`src/rtl/mpuRegPkg.sv`:
```
package mpuRegPkg;
  localparam int DATA_W  = 32;
  localparam int BASE_LSB = 5;
  localparam int BASE_W  = DATA_W - BASE_LSB;
  localparam int SIZE_W  = 5;
  localparam int SRD_W   = 8;
  localparam int MATTR_W = 6;
  localparam int PERM_W  = 3;
  localparam int VALID_BIT = 4;

  typedef enum logic [1:0] {
    ADDR_CTRL = 2'd0,
    ADDR_RSEL = 2'd1,
    ADDR_BASE = 2'd2,
    ADDR_ATTR = 2'd3
  } regAddrE;

  // strobes from control to datapath
  typedef struct packed {
    logic baseWr;
    logic attrWr;
  } dpStrobeT;

  typedef struct packed {
    logic               en;
    logic [SIZE_W-1:0]  size;
    logic [SRD_W-1:0]   srd;
    logic [MATTR_W-1:0] mattr;
    logic [PERM_W-1:0]  perm;
  } attrT;

  function automatic attrT unpackAttr(input logic [DATA_W-1:0] d);
    attrT a;
    a.en    = d[0];
    a.size  = d[5:1];
    a.srd   = d[15:8];
    a.mattr = d[21:16];
    a.perm  = d[26:24];
    return a;
  endfunction

  function automatic logic [DATA_W-1:0] packAttr(input attrT a);
    return {5'd0, a.perm, 2'd0, a.mattr, a.srd, 2'd0, a.size, a.en};
  endfunction
endpackage

```
`src/rtl/mpuRegCtrl.sv`:
```
module mpuRegCtrl
  import mpuRegPkg::*;
#(
  parameter int NUM_REGIONS = 8,
  localparam int RW = $clog2(NUM_REGIONS)
) (
  input  logic              clk,
  input  logic              rstN,
  input  logic [1:0]        busAddr,
  input  logic              busWrEn,
  input  logic [DATA_W-1:0] busWrData,
  input  logic [BASE_W-1:0] selBase,
  input  attrT              selAttr,
  output dpStrobeT          strobe,
  output logic [RW-1:0]     tgtRegion,
  output logic [RW-1:0]     regionSel,
  output logic              unitEnable,
  output logic              backgroundEnable,
  output logic [DATA_W-1:0] busRdData
);
  logic          ctrlWr, selWr, baseWr, attrWr;
  logic          validSel;
  logic [RW-1:0] selNext;

  assign ctrlWr = busWrEn && (regAddrE'(busAddr) == ADDR_CTRL);
  assign selWr  = busWrEn && (regAddrE'(busAddr) == ADDR_RSEL);
  assign baseWr = busWrEn && (regAddrE'(busAddr) == ADDR_BASE);
  assign attrWr = busWrEn && (regAddrE'(busAddr) == ADDR_ATTR);

  // valid flag with an in-range region field reselects
  assign validSel = baseWr && busWrData[VALID_BIT]
                    && ({28'd0, busWrData[3:0]} < NUM_REGIONS);

  always_comb begin
    selNext = regionSel;
    if (selWr)         selNext = busWrData[RW-1:0];
    else if (validSel) selNext = busWrData[RW-1:0];
  end

  always_ff @(posedge clk or negedge rstN) begin
    if (!rstN) begin
      regionSel        <= '0;
      unitEnable       <= 1'b0;
      backgroundEnable <= 1'b0;
    end else begin
      regionSel <= selNext;
      if (ctrlWr) begin
        unitEnable       <= busWrData[0];
        backgroundEnable <= busWrData[2];
      end
    end
  end

  assign strobe.baseWr = baseWr;
  assign strobe.attrWr = attrWr;
  assign tgtRegion     = selNext;

  always_comb begin
    unique case (regAddrE'(busAddr))
      ADDR_CTRL: busRdData = {29'd0, backgroundEnable, 1'b0, unitEnable};
      ADDR_RSEL: busRdData = DATA_W'(regionSel);
      ADDR_BASE: busRdData = {selBase, 1'b0, 4'(regionSel)};
      default:   busRdData = packAttr(selAttr);
    endcase
  end
endmodule

```
`src/rtl/mpuRegData.sv`:
```
module mpuRegData
  import mpuRegPkg::*;
#(
  parameter int NUM_REGIONS = 8,
  localparam int RW = $clog2(NUM_REGIONS)
) (
  input  logic                          clk,
  input  logic                          rstN,
  input  dpStrobeT                      strobe,
  input  logic [RW-1:0]                 tgtRegion,
  input  logic [RW-1:0]                 rdRegion,
  input  logic [DATA_W-1:0]             wrData,
  output logic [BASE_W-1:0]             selBase,
  output attrT                          selAttr,
  output logic [NUM_REGIONS-1:0]        regionEnable,
  output logic [NUM_REGIONS*BASE_W-1:0] regionBase,
  output logic [NUM_REGIONS*SIZE_W-1:0] regionSize,
  output logic [NUM_REGIONS*SRD_W-1:0]  regionSrd,
  output logic [NUM_REGIONS*PERM_W-1:0] regionPerm
);
  logic [BASE_W-1:0] baseQ [NUM_REGIONS];
  attrT              attrQ [NUM_REGIONS];
  attrT              attrIn;

  assign attrIn = unpackAttr(wrData);

  for (genvar i = 0; i < NUM_REGIONS; i++) begin : gRegion
    logic hit;
    assign hit = (tgtRegion == RW'(i));

    always_ff @(posedge clk or negedge rstN) begin
      if (!rstN) begin
        baseQ[i] <= '0;
        attrQ[i] <= '0;
      end else begin
        if (strobe.baseWr && hit) baseQ[i] <= wrData[DATA_W-1:BASE_LSB];
        if (strobe.attrWr && hit) attrQ[i] <= attrIn;
      end
    end

    assign regionEnable[i]                 = attrQ[i].en;
    assign regionBase[i*BASE_W +: BASE_W]  = baseQ[i];
    assign regionSize[i*SIZE_W +: SIZE_W]  = attrQ[i].size;
    assign regionSrd[i*SRD_W +: SRD_W]     = attrQ[i].srd;
    assign regionPerm[i*PERM_W +: PERM_W]  = attrQ[i].perm;
  end

  assign selBase = baseQ[rdRegion];
  assign selAttr = attrQ[rdRegion];
endmodule

```
`src/rtl/mpuRegIf.sv`:
```
module mpuRegIf
  import mpuRegPkg::*;
#(
  parameter int NUM_REGIONS = 8
) (
  input  logic                          clk,
  input  logic                          rstN,
  input  logic [1:0]                    busAddr,
  input  logic                          busWrEn,
  input  logic [31:0]                   busWrData,
  output logic [31:0]                   busRdData,
  output logic                          unitEnable,
  output logic                          backgroundEnable,
  output logic [NUM_REGIONS-1:0]        regionEnable,
  output logic [NUM_REGIONS*27-1:0]     regionBase,
  output logic [NUM_REGIONS*5-1:0]      regionSize,
  output logic [NUM_REGIONS*8-1:0]      regionSrd,
  output logic [NUM_REGIONS*3-1:0]      regionPerm
);
  localparam int RW = $clog2(NUM_REGIONS);

  dpStrobeT          strobe;
  logic [RW-1:0]     tgtRegion;
  logic [RW-1:0]     regionSel;
  logic [BASE_W-1:0] selBase;
  attrT              selAttr;

  mpuRegCtrl #(.NUM_REGIONS(NUM_REGIONS)) uCtrl (
    .clk(clk), .rstN(rstN), .busAddr(busAddr), .busWrEn(busWrEn),
    .busWrData(busWrData), .selBase(selBase), .selAttr(selAttr),
    .strobe(strobe), .tgtRegion(tgtRegion), .regionSel(regionSel),
    .unitEnable(unitEnable), .backgroundEnable(backgroundEnable),
    .busRdData(busRdData)
  );

  mpuRegData #(.NUM_REGIONS(NUM_REGIONS)) uData (
    .clk(clk), .rstN(rstN), .strobe(strobe), .tgtRegion(tgtRegion),
    .rdRegion(regionSel), .wrData(busWrData), .selBase(selBase),
    .selAttr(selAttr), .regionEnable(regionEnable), .regionBase(regionBase),
    .regionSize(regionSize), .regionSrd(regionSrd), .regionPerm(regionPerm)
  );
endmodule

```
`config.mk`:
```
export PLATFORM = sky130hd
export DESIGN_NAME = mpuRegIf
export DESIGN_NICKNAME = d
export VERILOG_FILES = /design/src/rtl/mpuRegPkg.sv /design/src/rtl/mpuRegCtrl.sv /design/src/rtl/mpuRegData.sv /design/src/rtl/mpuRegIf.sv
export SDC_FILE = /design/constraint.sdc
export NUM_CORES = 1
export LEC_CHECK = 0
export BUFFER_PORTS_ARGS = -buffer_cell sky130_fd_sc_hd__clkbuf_2
export CAP_MARGIN = 25
export CORE_AREA = 5 5 195 197
export DETAILED_ROUTE_END_ITERATION = 8
export DIE_AREA = 0 0 200 202
export GPL_TIMING_DRIVEN = 0
export PLACE_DENSITY = 0.87
export SKIP_LAST_GASP = 1
export SLEW_MARGIN = 0
export SYNTH_ARGS = -nofsm -noshare
export SYNTH_HDL_FRONTEND = slang
export SYNTH_SLANG_ARGS = --single-unit
```
`constraint.sdc`:
```
create_clock -name clk -period 2.4 [get_ports clk]
set_input_delay 0.12 -clock clk [delete_from_list [all_inputs] [get_ports clk]]
set_output_delay 0.12 -clock clk [all_outputs]
set_load 0.01 [all_outputs]
```
==> impl_metrics.yaml <==
status:
  outcome: "finished with violations"
  violations: "setup timing"
global_routing:
  grt_start_max_net_pins: 119
  grt_pass1_wl_um: 105000
  track_usage: 0.352
  overflow: 0
  grt_pass1_vias: 16100
  antenna_found_initial: 0
cts:
  insertion_delay_ns: 0.55
  path_clk_slew_ns: 0.07
  clockRootBuffer: "clkbuf_16"
  cts_buffers: 42
  cts.sinks: 405
  h-tree-depth: 2
  cts_tree: "done"
  clockBufferDepth: 3
worst_setup_path:
  path_cells: "clkbuf_2, buf_4, nand2_4, clkbuf_4, o22ai_1, clkbuf_2"
  r2r_slack_ns: -0.07
  worst_path_largest_cell_delay_ns: 0.36
  crit_path_end_kind: "output port"
  worstSetupStartpointType: "flip-flop"
  critPathRequiredTime_ns: 2.28
  worst-path-max-fanout: 10
  crit_top_cell: "clkbuf_2"
  crit_type: "reg -> out"
  cp.arrival_ns: 2.59
  crit_slowest_cell: "dfrtp_1"
  timing.rr.start: "uCtrl.regionSel[0]$_DFF_PN0_"
  rr_worst_depth: 7
  regToRegEndpoint: "uData.regionSize[26]$_DFFE_PN0P_"
timing:
  holdWs_ns: 0.0214
  slew_headroom: 0.309
  clock_skew_ns: 0.0139
  timing.final.ws_setup_ns: -0.309
  post-route-period-util: 1.13
  period_minus_slack_ns: 2.71
  fmax_ghz: 0.369
  rsz0062_at_grt: "true"
  finalHoldViolCount: 0
  report.final.slew_viol_count: 0
  finalSetupViolCount: 53
  tightestPinTransition_ns: 1.04
  tns_ns: -6.86
logic_synthesis:
  synth_top_area_share: 0.517
  syn_nets: 1484
  syn_area_um2: 19600
  syn_area_per_cell_um2: 13.6
  synth_edf_count: 0
  ys_seq_area_frac: 0.517
  yosys_warnings: 0
  ys_seq_elements: 405
  synth.area.top_cells: "dfrtp_1 52%, mux2_2 15%, mux4_2 11%, buf_4 5.5%, mux2i_1 2.5%"
  netlist_instances: 1447
  yosys.area.top_type: "dfrtp_1"
  yosys_most_used_dff: "dfrtp_1"
  synth_cell_types: 50
  async_flop_share: 1.00
finish:
  layout.cells.non_filler: 2480
  drive_gt1_frac: 0.562
  final_common_cell: "clkbuf_2"
  diodes: 0
  n_fill_cell: 2478
  post-route-util: 0.692
  layout_common_cells: "419 x clkbuf_2, 405 x dfrtp_1, 267 x mux2_2, 172 x buf_4, 124 x nand2_1"
  area_delta_synth_final_pct: 27.3
  fin_area_um2: 25000
  nNetsFinal: 2018
place:
  dpl_worst_slack_ns: -0.988
  postPlaceCellArea_um2: 22500
  port-buffer-count: 417
  place_congestion: 0.933
  dp_hpwl_um: 49200
  place_inst: 2342
floorplanning:
  initial_core_util: 0.544
  die_y_um: 202
  core_um2: 36100
  pin_count: 423
  row_count: 70
  die_area_um2: 40400
  die_w_um: 200
run:
  drv_cap: 0
drt:
  drtPass1Iterations: 7
  ant_nets: 0
  wire_per_inst_um: 29.4
  drc: 0
  vias: 15487
  routed_wl_um: 72800
  drt_iter0_markers: 1487
  viasPerCell: 6.24
power_and_ir_drop:
  power.density_nw_per_um2: 1220
  leakage_nw: 12.3
  power.total_mw: 30.6
  ir_drop_mv: 0.763
worst_hold_path:
  hp-start: "busWrData[3]"
  min_to: "uData.regionSize[37]$_DFFE_PN0P_"
  hold-path-cell-count: 3
  hold_path_class: "in -> reg"
[state kept, by name, summed over array words and instances, names as in the netlist]
register                cells
uData.regionBase          216
uData.attrQ                48
uData.regionPerm           24
uCtrl.backgroundEnable      1
uData.regionEnable          8
uData.regionSrd            64
uData.regionSize           40
uCtrl.regionSel             3
uCtrl.unitEnable            1
[where the power goes]
part / internal, mW / switching, mW / leakage [nW] / total, mW
logic: 6.38 / 5.77 / 6.39 / 12.2
registers: 9.43 / 2.23 / 5.20 / 11.7
clock network: 3.95 / 2.80 / 0.695 / 6.75
total: 19.8 / 10.8 / 12.3 / 30.6
[cell families after synthesis]
| family | synth area share |
|---|---|
| mux | 0.317 |
| flops | 0.517 |
| buf+inv | 0.0791 |
| simple gates | 0.0446 |
| compound gates | 0.0424 |
[synth_stat cells (2+ instances only)]
library cell	instances
dfrtp_1	405
mux2_2	267
buf_4	145
nand2_1	125
mux4_2	100
o21ai_0	93
clkbuf_1	61
mux2i_1	49
mux2_1	42
buf_2	28
nor2_1	27
o22ai_1	19
a21oi_1	11
nor3_1	8
buf_1	7
nand2b_1	7
inv_1	5
nand3_1	5
nor2b_1	5
buf_6	4
nor3b_1	2
o21ai_2	2
o32a_1	2
or3_1	2
[what timing repair did]
action / in CTS / in global routing
pin swaps: 2 / 13
buffers inserted: 16 / 12
endpoints found under the setup margin: 286 / 108
gates cloned: 1 / 5
hold buffers: 31 / 0
resized for setup: 83 / 57
endpoints found under the hold margin: 277 / 0
[critical path, delay by kind of cell (launching register included)]
family,cells,cell delay [ns]
AND/OR/NAND/NOR,1,0.24
flip-flops,1,0.36
AO/OA/AOI/OAI,1,0.28
buffers and inverters,4,1.18
[worst max path at each step]
stage | start | endpoint | slack, ns | cells past startpoint
finish | uCtrl.regionSel[2]$_DFF_PN0_ | busRdData[8] | -0.31 | 6
global route | uCtrl.regionSel[0]$_DFF_PN0_ | busRdData[15] | -0.33 | 8
CTS | uCtrl.regionSel[0]$_DFF_PN0_ | busRdData[22] | -0.27 | 7
detailed placement | uCtrl.regionSel[2]$_DFF_PN0_ | busRdData[8] | -0.99 | 6
global placement | rstN | uData.regionBase[186]$_DFFE_PN0P_ | -7.45 | 1
floorplan | uCtrl.regionSel[0]$_DFF_PN0_ | busRdData[12] | 0.30 | 6
[routing by layer]
layer / share of wire / vias to the layer above / track usage
li1: - / 6160 / -
met1: 0.36 / 7904 / 0.451
met2: 0.47 / 1142 / 0.552
met3: 0.11 / 281 / 0.111
met4: 0.056 / 0 / 0.156
met5: 0 / - / 0
[cell type report]
class	count	area [µm²]	area share
clock buffers	60	1250	0.0501
clock inverters	15	165	0.00661
repair buffers	490	2970	0.119
well taps	468	586	0.0234
plain buffers	245	1780	0.0714
flip-flops and latches	405	10100	0.406
multi-input cells	792	8070	0.323
inverters	5	18.8	0.000752
(Power assumes the default switching activity.)
